--- src/rtl/cas_pkg.sv ---
// Package: shared types for the E1 signaling serializer.
// Assumes: nothing beyond IEEE 1800-2017.
package cas_pkg;
    // Phase of the bit period inside one timeslot.
    typedef enum logic {
        PH_SIG  = 1'b0,
        PH_IDLE = 1'b1
    } cas_phase_e;
endpackage

--- src/rtl/cas_slot_timer.sv ---
// Module: cas_slot_timer
// Tracks the current timeslot and bit position of the frame.
// Also gives the position of the next cycle, so that the nibble latch can
// load exactly at a slot start.
// Assumes: NUM_SLOTS and SLOT_BITS are at least 2.
module cas_slot_timer #(
    parameter int NUM_SLOTS = 32,
    parameter int SLOT_BITS = 8,
    localparam int SW = $clog2(NUM_SLOTS),
    localparam int BW = $clog2(SLOT_BITS)
) (
    input  logic          clk,
    input  logic          rst_n,
    input  logic          frame_start_i,
    output logic [SW-1:0] slot_o,
    output logic [BW-1:0] bit_o,
    output logic [SW-1:0] nxt_slot_o,
    output logic          nxt_start_o
);
    localparam logic [SW-1:0] LAST_SLOT = SW'(NUM_SLOTS - 1);
    localparam logic [BW-1:0] LAST_BIT  = BW'(SLOT_BITS - 1);

    logic [SW-1:0] slot_q, slot_d;
    logic [BW-1:0] bit_q, bit_d;

    // Next position: alignment first, then the bit step and the slot wrap.
    always_comb begin
        if (frame_start_i) begin
            slot_d = '0;
            bit_d  = '0;
        end else if (bit_q == LAST_BIT) begin
            bit_d  = '0;
            slot_d = (slot_q == LAST_SLOT) ? '0 : slot_q + SW'(1);
        end else begin
            bit_d  = bit_q + BW'(1);
            slot_d = slot_q;
        end
    end

    // Position registers with synchronous reset.
    always_ff @(posedge clk) begin
        if (!rst_n) begin
            slot_q <= '0;
            bit_q  <= '0;
        end else begin
            slot_q <= slot_d;
            bit_q  <= bit_d;
        end
    end

    assign slot_o      = slot_q;
    assign bit_o       = bit_q;
    assign nxt_slot_o  = slot_d;
    assign nxt_start_o = (bit_d == '0);

    // bit step within a slot keeps the slot.
    p_bit_step_r2: assert property (@(posedge clk) disable iff (!rst_n)
        (!frame_start_i && bit_q != LAST_BIT) |=>
            (bit_q == $past(bit_q) + BW'(1)) && $stable(slot_q));

    // end of frame wraps to the start.
    p_frame_wrap_r2: assert property (@(posedge clk) disable iff (!rst_n)
        (!frame_start_i && bit_q == LAST_BIT && slot_q == LAST_SLOT) |=>
            (slot_q == '0 && bit_q == '0));

    // the alignment pulse lands on slot 0, bit 0.
    p_align_r3: assert property (@(posedge clk) disable iff (!rst_n)
        frame_start_i |=> (slot_q == '0 && bit_q == '0));
endmodule

--- src/rtl/cas_nibble_store.sv ---
// Module: cas_nibble_store
// Holds one signaling nibble per timeslot, written by the host.
// A separate latch takes the entry of the slot that is about to start, so
// a write never reaches a nibble that is already being sent.
// Assumes: load_addr_i and wr_addr_i are below DEPTH.
module cas_nibble_store #(
    parameter int DEPTH = 32,
    parameter int WIDTH = 4,
    localparam int AW = $clog2(DEPTH)
) (
    input  logic             clk,
    input  logic             rst_n,
    input  logic             wr_en_i,
    input  logic [AW-1:0]    wr_addr_i,
    input  logic [WIDTH-1:0] wr_data_i,
    input  logic             load_i,
    input  logic [AW-1:0]    load_addr_i,
    output logic [WIDTH-1:0] nib_o
);
    logic [WIDTH-1:0] ent_q [DEPTH];
    logic [WIDTH-1:0] nib_q;

    for (genvar g = 0; g < DEPTH; g++) begin : g_entry
        // One table entry: cleared by reset, replaced on an addressed write.
        always_ff @(posedge clk) begin
            if (!rst_n) begin
                ent_q[g] <= '0;
            end else if (wr_en_i && wr_addr_i == AW'(g)) begin
                ent_q[g] <= wr_data_i;
            end
        end
    end

    // Slot-start latch: reads the table before any write at the same edge.
    always_ff @(posedge clk) begin
        if (!rst_n) begin
            nib_q <= '0;
        end else if (load_i) begin
            nib_q <= ent_q[load_addr_i];
        end
    end

    assign nib_o = nib_q;

    // a write is stored in the addressed entry.
    p_write_lands_r7: assert property (@(posedge clk) disable iff (!rst_n)
        wr_en_i |=> (ent_q[$past(wr_addr_i)] == $past(wr_data_i)));

    // the latch only moves when a load was requested.
    p_latch_hold_r7: assert property (@(posedge clk) disable iff (!rst_n)
        !load_i |=> $stable(nib_q));
endmodule

--- src/rtl/cas_bit_driver.sv ---
// Module: cas_bit_driver
// Picks the serial bit out of the latched nibble for the current bit
// position. The most significant bit goes out first. Bit positions past the
// nibble are marked invalid and driven low.
// Assumes: SIG_BITS <= SLOT_BITS.
module cas_bit_driver #(
    parameter int SLOT_BITS = 8,
    parameter int SIG_BITS  = 4,
    localparam int BW = $clog2(SLOT_BITS)
) (
    input  logic [SIG_BITS-1:0] nib_i,
    input  logic [BW-1:0]       bit_i,
    output logic                sig_o,
    output logic                valid_o
);
    import cas_pkg::*;

    cas_phase_e phase;
    logic       pick;

    // Phase decode: the first SIG_BITS periods carry signaling.
    always_comb begin
        phase = (32'(bit_i) < SIG_BITS) ? PH_SIG : PH_IDLE;
    end

    // Bit selection, most significant bit first.
    always_comb begin
        pick = 1'b0;
        for (int k = 0; k < SIG_BITS; k++) begin
            if (bit_i == BW'(k)) pick = nib_i[SIG_BITS-1-k];
        end
    end

    assign valid_o = (phase == PH_SIG);
    assign sig_o   = (phase == PH_SIG) ? pick : 1'b0;
endmodule

--- src/rtl/e1_cas_serializer.sv ---
// Module: e1_cas_serializer (top)
// Sends one stored signaling nibble per timeslot, in step with an E1 frame
// of NUM_SLOTS slots of SLOT_BITS bits each.
// Assumes: frame_start_i is synchronous to clk; the host port is in the
// same clock domain.
module e1_cas_serializer #(
    parameter int NUM_SLOTS = 32,
    parameter int SLOT_BITS = 8,
    parameter int SIG_BITS  = 4,
    localparam int SLOT_AW  = $clog2(NUM_SLOTS),
    localparam int BIT_W    = $clog2(SLOT_BITS)
) (
    input  logic                clk,
    input  logic                rst_n,
    input  logic                frame_start_i,
    input  logic                host_we_i,
    input  logic [SLOT_AW-1:0]  host_addr_i,
    input  logic [SIG_BITS-1:0] host_nib_i,
    output logic                sig_o,
    output logic                sig_valid_o
);
    logic [SLOT_AW-1:0]  slot_cur;
    logic [BIT_W-1:0]    bit_cur;
    logic [SLOT_AW-1:0]  slot_nxt;
    logic                start_nxt;
    logic [SIG_BITS-1:0] active_nib;

    cas_slot_timer #(.NUM_SLOTS(NUM_SLOTS), .SLOT_BITS(SLOT_BITS)) timer_i (
        .clk(clk), .rst_n(rst_n), .frame_start_i(frame_start_i),
        .slot_o(slot_cur), .bit_o(bit_cur),
        .nxt_slot_o(slot_nxt), .nxt_start_o(start_nxt)
    );

    cas_nibble_store #(.DEPTH(NUM_SLOTS), .WIDTH(SIG_BITS)) store_i (
        .clk(clk), .rst_n(rst_n),
        .wr_en_i(host_we_i), .wr_addr_i(host_addr_i), .wr_data_i(host_nib_i),
        .load_i(start_nxt), .load_addr_i(slot_nxt), .nib_o(active_nib)
    );

    cas_bit_driver #(.SLOT_BITS(SLOT_BITS), .SIG_BITS(SIG_BITS)) drv_i (
        .nib_i(active_nib), .bit_i(bit_cur),
        .sig_o(sig_o), .valid_o(sig_valid_o)
    );

    // no stray bit outside the valid window.
    p_idle_quiet_r5: assert property (@(posedge clk) disable iff (!rst_n)
        !sig_valid_o |-> !sig_o);

    // the valid flag only covers the first SIG_BITS periods.
    p_valid_window_r5: assert property (@(posedge clk) disable iff (!rst_n)
        sig_valid_o |-> (32'(bit_cur) < SIG_BITS));

    // the nibble being sent cannot change within a slot.
    p_nibble_hold_r7: assert property (@(posedge clk) disable iff (!rst_n)
        (bit_cur != '0) |-> $stable(active_nib));
endmodule

--- config.mk ---
export PLATFORM = sky130hd
export DESIGN_NAME = e1_cas_serializer
export DESIGN_NICKNAME = d
export VERILOG_FILES = /design/src/rtl/cas_pkg.sv /design/src/rtl/cas_slot_timer.sv /design/src/rtl/cas_nibble_store.sv /design/src/rtl/cas_bit_driver.sv /design/src/rtl/e1_cas_serializer.sv
export SDC_FILE = /design/constraint.sdc
export NUM_CORES = 1
export LEC_CHECK = 0
export ABC_AREA = 1
export BUFFER_PORTS_ARGS = -buffer_cell sky130_fd_sc_hd__buf_4
export CAP_MARGIN = 20
export CORE_MARGIN = 10
export CORE_UTILIZATION = 59
export DETAILED_ROUTE_END_ITERATION = 8
export GPL_TIMING_DRIVEN = 1
export PLACE_DENSITY = 0.74
export REMOVE_ABC_BUFFERS = 1
export SKIP_LAST_GASP = 1
export SLEW_MARGIN = 20
export SYNTH_ARGS = -nofsm -noshare
export SYNTH_HDL_FRONTEND = slang
export SYNTH_SLANG_ARGS = --single-unit
--- constraint.sdc ---
create_clock -name clk -period 2.48 [get_ports clk]
set_input_delay 0.248 -clock clk [delete_from_list [all_inputs] [get_ports clk]]
set_output_delay 0.248 -clock clk [all_outputs]
set_load 0.01 [all_outputs]
==> out/summary.txt, run 1 <==
input/output buffers - 14
min-delay worst type - in -> reg
fill count - 975
setup violators final - 0
layout cell share with drive strength beyond 1 - 0.0875
clock sink total - 140
outcome - completed
Tot GR Track Use - 0.207
post-synthesis compound-gate area fraction - 0.0219
Synth Flop Type - edfxtp_1
core area - 12200 um2
post-synth cell types - 30
Post-synth EDFFs - 128
max_slew headroom - 0.597
Slew @ Worst Pin - 0.598 ns
Remaining Overflow, GRT - 0
Pwr Total - 5.36 mW
Post-Synth Simple-Gate Area - 0.315
Vias per Instance - 5.76
multiplexer share of the synthesized area - 0
highest-count cells in the layout ignoring fill and taps - 173 x nand3_1, 163 x nor2_1, 128 x edfxtp_1, 120 x nand2_1, 111 x inv_1
most common cell after layout, fill and taps aside - nand3_1
overall routed net length - 17700 um
adder-cell share of the synthesized area - 0.0135
RSZ-0062 raised after global routing - no
Post-Place Cells - 1006
Row Count - 40
WS Path Type - reg -> reg
total of max-cap violations - 0
vias in the first global route - 5786
Post-Synth XOR/XNOR Area - 0
largest net degree at the start of global routing - 55
Worst VDD drop - 0.450 mV
CTS H-tree depth - 4
clock network power share - 0.421
PD cells - 655 nW/um2
startpoint types - flip-flop
clock-pin transition on the worst setup and hold timing paths - 0.05 ns
#FFs+latches synth - 140
critical path peak fanout - 28
Critical Path End Type - flip-flop
antenna cells - 0
storage element area - 4080 um2
Int Power - 4.14 mW
Net Switching - 1.22 mW
top cells by area, synth - edfxtp_1 52%, nand3_1 12%, nor2_1 8.3%
multi-input combinational cell area - 2620 um2
Skew-Pair Late Insertion Delay - 0.43 ns
Max Clock Freq - 436 MHz
die area - 17400 um2
Synth warnings - 0
Switching Fraction - 0.227
Die H - 132 um
final antenna-violating net count - 0
Post-synth ARST share - 0
clk_skew - 0.00549 ns
post-synth top area share - 0.518
r2r setup slk - 0.19 ns
Finished Layout Cells - 1037
CTS Root Cell - clkbuf_16
Flop pwr share - 0.511
first-pass iteration count of the detailed router - 5
R2R depth - 13
Detail Placement HPWL - 11500 um
clock tree buffer depth - 2
Mapped Area - 7410 um2
TritonCTS clock tree - built
dominant cell type by area after synthesis - edfxtp_1
I/O pin total - 15
Worst Path Required - 2.78 ns
Fin. Hold Viols - 0
Final GP Congestion - 0.857
nets - 878
first-pass GRT wire length - 28800 um
P&R area growth vs syn - 10.4%
Cells after Synth - 858
via count - 5975
1st-iter DRT viols - 787
Inserted Clock Buffers - 17
Comb power frac - 0.069
Die X - 132 um
Starting Density - 0.610
initial antenna violation count - 0
largest family of logic cells by synthesized area - simple AND/OR/NAND/NOR gates
Leakage - 3.45 nW
post-layout minimum cycle time - 2.29 ns
sequential share of the synthesized area - 0.551
hold path depth - 3
drt wl/cell - 17.1 um
Arr. time, crit path - 2.60 ns
period utilization - 0.925
Slew Limit Fails - 0
Residual DRC - 0
Avg Cell Area, Syn - 8.64 um2
-- power by group through the flow --
stage / combinational (mW) / clock (mW) / sequential [mW]
after floorplan: 0.212 / 0 / 2.77
after global placement: 0.351 / 0 / 2.78
after detailed placement: 0.360 / 0 / 2.79
after CTS: 0.363 / 2.25 / 2.74
after global routing: 0.407 / 2.36 / 2.75
final: 0.368 / 2.25 / 2.74
-- registers in the layout, indices dropped and copies added (netlist names) --
name / cells
timer_i.bit_o: 3
store_i.ent_q: 128
timer_i.slot_o: 5
store_i.nib_o: 4
-- per-layer routing --
layer,track usage,part of all wire,vias to the layer above
met1,0.258,0.41,2812
met5,0,0,-
met2,0.336,0.48,307
li1,-,-,2807
met3,0.0419,0.086,49
met4,0.0989,0.031,0
-- worst paths after layout --
path | startpoint | to
max | timer_i.slot_o[0] | store_i.nib_o[2]
min | frame_start_i | timer_i.bit_o[2]
min reg2reg | store_i.nib_o[0] | store_i.nib_o[0]
max reg2reg | timer_i.slot_o[0] | store_i.nib_o[2]
-- synth_stat cells, types with 2 or more instances --
library cell,number
nor2_1,164
nor2_2,3
buf_6,6
inv_2,4
nand2_2,2
nand3_1,173
o21ai_0,17
buf_2,15
nand3b_1,44
edfxtp_1,128
inv_1,111
clkbuf_1,25
nand2_1,120
ha_1,8
buf_4,7
dfxtp_1,12
a21oi_1,6
-- critical path, stage by stage (launching register included) --
cell and delay [ns]:
dfxtp_1 0.34, ha_1 0.22, nand2_1 0.13, nor2_1 0.06, ha_1 0.22, a21oi_4 0.21
buf_4 0.33, nand3_1 0.12, nand3_1 0.12, nand3_1 0.09, nand3_1 0.12, nand3_1 0.08
nand2_1 0.07, a21oi_1 0.06
-- cells by family (layout without fill, tap and decap cells) --
group | Yosys count | after routing
buffers and inverters | 171 | 182
AND/OR/NAND/NOR | 511 | 511
adder cells (fa/ha/maj) | 8 | 8
AO/OA/AOI/OAI | 28 | 28
flip-flops | 140 | 140
-- repair_timing --
action                                  CTS  global route
buffers inserted                          0             0
endpoints found under the setup margin    0             4
hold buffers                              0             0
resized for setup                         0             2
-- through the flow --
stage | util | setup WS [ns] | hold WS [ns] | instance area, um2 | setup TNS (ns)
finish | 0.673 | 0.187 | 0.156 | 8180 | 0
floorplan | - | -1.55 | 0.386 | 7120 | -7.80
global route | 0.673 | 0.00649 | 0.176 | 8180 | 0
global placement | 0.630 | 0.179 | 0.531 | 7660 | 0
detailed placement | 0.630 | 0.147 | 0.540 | 7660 | 0
CTS | 0.672 | 0.130 | 0.144 | 8170 | 0
-- layout make-up --
cell class | count | share of cell area
inverters | 117 | 0.0540
flip-flops and latches | 140 | 0.499
well taps | 168 | 0.0257
repair buffers | 34 | 0.0388
multi-input cells | 547 | 0.320
clock inverters | 12 | 0.00994
clock buffers | 19 | 0.0529
Power figures use the tool's default switching activity.
==> run 2: changes to the inputs <==
ABC_AREA = not set   (was 1)
==> out/summary.txt, run 2 <==
Cells after Synth - 651 (-24%)
final antenna-violating net count - 0 (unchanged)
post-synth cell types - 61 (+100%)
Tot GR Track Use - 0.232 (+0.0247)
sequential share of the synthesized area - 0.566 (+0.0152)
Slew Limit Fails - 0 (unchanged)
Synth Flop Type - edfxtp_1
input/output buffers - 14 (unchanged)
Arr. time, crit path - 2.75 ns (+0.15 ns)
Final GP Congestion - 0.891 (+4.0%)
CTS H-tree depth - 4 (unchanged)
total of max-cap violations - 0 (unchanged)
clock sink total - 140 (unchanged)
Comb power frac - 0.059 (-0.010)
Inserted Clock Buffers - 17 (unchanged)
Vias per Instance - 6.65 (+15%)
min-delay worst type - in -> reg
Leakage - 3.33 nW (-3.3%)
Most flops, register - store_i.ent_q
initial antenna violation count - 0 (unchanged)
post-layout minimum cycle time - 2.45 ns (+0.159 ns)
Avg Cell Area, Syn - 11.1 um2 (+28%)
#FFs+latches synth - 140 (unchanged)
r2r endpoint - store_i.nib_o[0]
Flop pwr share - 0.497 (-0.014)
CTS Root Cell - clkbuf_16
RSZ-0062 raised after global routing - yes
Post-synth ARST share - 0 (unchanged)
Skew-Pair Late Insertion Delay - 0.42 ns (about the same)
P&R area growth vs syn - 18.1%
Post-Place Cells - 810 (-19%)
most common cell after layout, fill and taps aside - edfxtp_1
Worst Path Required - 2.78 ns (about the same)
dominant cell type by area after synthesis - edfxtp_1
outcome - completed
clock tree buffer depth - 2 (unchanged)
Crit. Startpoint - timer_i.slot_o[0]
first-pass GRT wire length - 29800 um (+3.3%)
startpoint types - flip-flop
highest-count cells in the layout ignoring fill and taps - 128 x edfxtp_1, 100 x and3_1, 63 x buf_4, 47 x o21ai_0, 46 x nand2_1
clk_skew - 0.00473 ns (-0.000758 ns)
Detail Placement HPWL - 12800 um (+11%)
PD cells - 650 nW/um2 (-0.85%)
Worst setup endpoint - store_i.nib_o[0]
area post-placement - 7690 um2 (+0.41%)
Mapped Area - 7210 um2 (-2.7%)
period utilization - 0.989 (+0.0640)
overall routed net length - 19200 um (+8.7%)
R2R depth - 10 (-3)
1st-iter DRT viols - 564 (-28%)
Finished Layout Cells - 847 (-18%)
die area - 17100 um2 (-2.3%)
Max Clock Freq - 408 MHz (-6.5%)
nets - 708 (-19%)
post-synth top area share - 0.533 (+0.0143)
Slew @ Worst Pin - 0.761 ns (+0.164 ns)
WS Path Type - reg -> reg
Die X - 131 um (-1.1%)
r2r setup slk - 0.03 ns (-0.16 ns)
TritonCTS clock tree - built
core area - 12000 um2 (-1.2%)
layout cell share with drive strength beyond 1 - 0.220 (+0.133)
via count - 5630 (-5.8%)
clock network power share - 0.443 (+0.022)
I/O pin total - 15 (unchanged)
Die H - 131 um (-1.1%)
post-route design area - 8520 um2 (+4.2%)
largest net degree at the start of global routing - 33 (-40%)
Critical R2R Launch - timer_i.slot_o[0]
antenna cells - 0 (unchanged)
max_slew headroom - 0.490 (-0.107)
Remaining Overflow, GRT - 0 (unchanged)
Fin. Hold Viols - 0 (unchanged)
number of flip-flops in the largest register - 128 (unchanged)
Net Switching - 1.22 mW (+0.16%)
vias in the first global route - 5506 (-4.8%)
Starting Density - 0.601 (-0.00894)
Post-synth EDFFs - 128 (unchanged)
top cells by area, synth - edfxtp_1 53%, and3_1 8.8%, mux2i_1 3.9%
clock-pin transition on the worst setup and hold timing paths - 0.06 ns (about the same)
setup violators final - 0 (unchanged)
CTS Hold Bufs - 0 (unchanged)
critical path peak fanout - 4 (-86%)
Int Power - 4.32 mW (+4.2%)
Switching Fraction - 0.221 (-0.00686)
Synth warnings - 0 (unchanged)
Worst VDD drop - 0.636 mV (+41%)
synth cell count leaders - 128 x edfxtp_1, 101 x and3_1, 49 x o21ai_0
drt wl/cell - 22.7 um (+33%)
most numerous cell in the Yosys netlist - edfxtp_1
Row Count - 40 (unchanged)
Critical Path End Type - flip-flop
first-pass iteration count of the detailed router - 5 (unchanged)
Residual DRC - 0 (unchanged)
run 2: changes by cell type after synthesis, moves of 43 or more:
cell | before | now
and3_1 | 0 | 101
inv_1 | 111 | 9
nand2_1 | 120 | 47
nand3_1 | 173 | 40
nand3b_1 | 44 | 1
nor2_1 | 164 | 26
run 2: through the flow:
stage               setup slack (ns)   util  hold slack, ns  total power, mW  setup TNS (ns)
floorplan                      -1.13      -           0.410             2.93           -4.29
global placement              -0.132  0.640           0.520             3.09          -0.446
detailed placement            -0.192  0.640           0.543             3.10          -0.653
CTS                         0.000131  0.707           0.218             5.53               0
global route                 -0.0418  0.710           0.245             5.68         -0.0840
finish                        0.0284  0.710           0.234             5.54               0
run 2: layout make-up:
type	count	area, um2
clock inverter	8	91.3
tap	147	184
fill	833	3490
sequential	140	4090
multi-input combinational	447	3050
clock buffer	24	472
inverter	9	33.8
timing repair buffer	72	601
run 2: kinds of logic (layout without fill, tap and decap cells):
group | after synthesis | count (layout) | share of synthesized area
and+or+nand+nor | 293 | 293 | 0.224
DFF | 140 | 140 | 0.566
AOI/OAI and AO/OA | 114 | 114 | 0.110
buffers and inverters | 64 | 113 | 0.0401
muxes | 30 | 30 | 0.0420
adders and majority gates | 8 | 8 | 0.0139
xor gates and xnor gates | 2 | 2 | 0.00347
run 2: power by group through the flow:
stage          clock, mW  combinational [mW]  sequential, mW
2_1_floorplan          0               0.155            2.77
3_3_place_gp           0               0.292            2.79
3_5_place_dp           0               0.304            2.80
4_1_cts             2.46               0.317            2.75
5_1_grt             2.57               0.352            2.76
6_report            2.45               0.329            2.75
run 2: per-layer routing:
metal	track usage	routed length [um]	up-vias
met1	0.309	7940	2710
met4	0.0955	517	0
met3	0.0556	1850	46
li1	-	-	2513
met5	0	0	-
met2	0.357	8920	361
run 2: critical path, cell delays in order, from the launching register on:
cell      delay, ns
dfxtp_2        0.33
ha_4           0.16
and3_4         0.17
ha_4           0.17
or3b_4         0.39
a21oi_4        0.24
buf_6          0.19
buf_4          0.13
nand3_1        0.07
a311oi_1       0.37
a211oi_2       0.11
run 2: how the worst min path moves through the flow:
stage | end | slack [ns] | from | cells past startpoint
after global placement | timer_i.bit_o[0] | 0.52 | timer_i.bit_o[0] | 2
final | store_i.nib_o[0] | 0.23 | rst_n | 3
after detailed placement | store_i.nib_o[3] | 0.54 | store_i.nib_o[3] | 2
after global routing | store_i.nib_o[0] | 0.24 | rst_n | 3
after CTS | store_i.nib_o[0] | 0.22 | rst_n | 3
after floorplan | store_i.nib_o[0] | 0.41 | rst_n | 2
run 2: timing repair:
| item | in CTS | in global routing |
|---|---|---|
| pin swaps | 12 | 5 |
| endpoints found under the setup margin | 4 | 4 |
| gates resized for setup | 43 | 8 |
| buffers inserted | 4 | 1 |
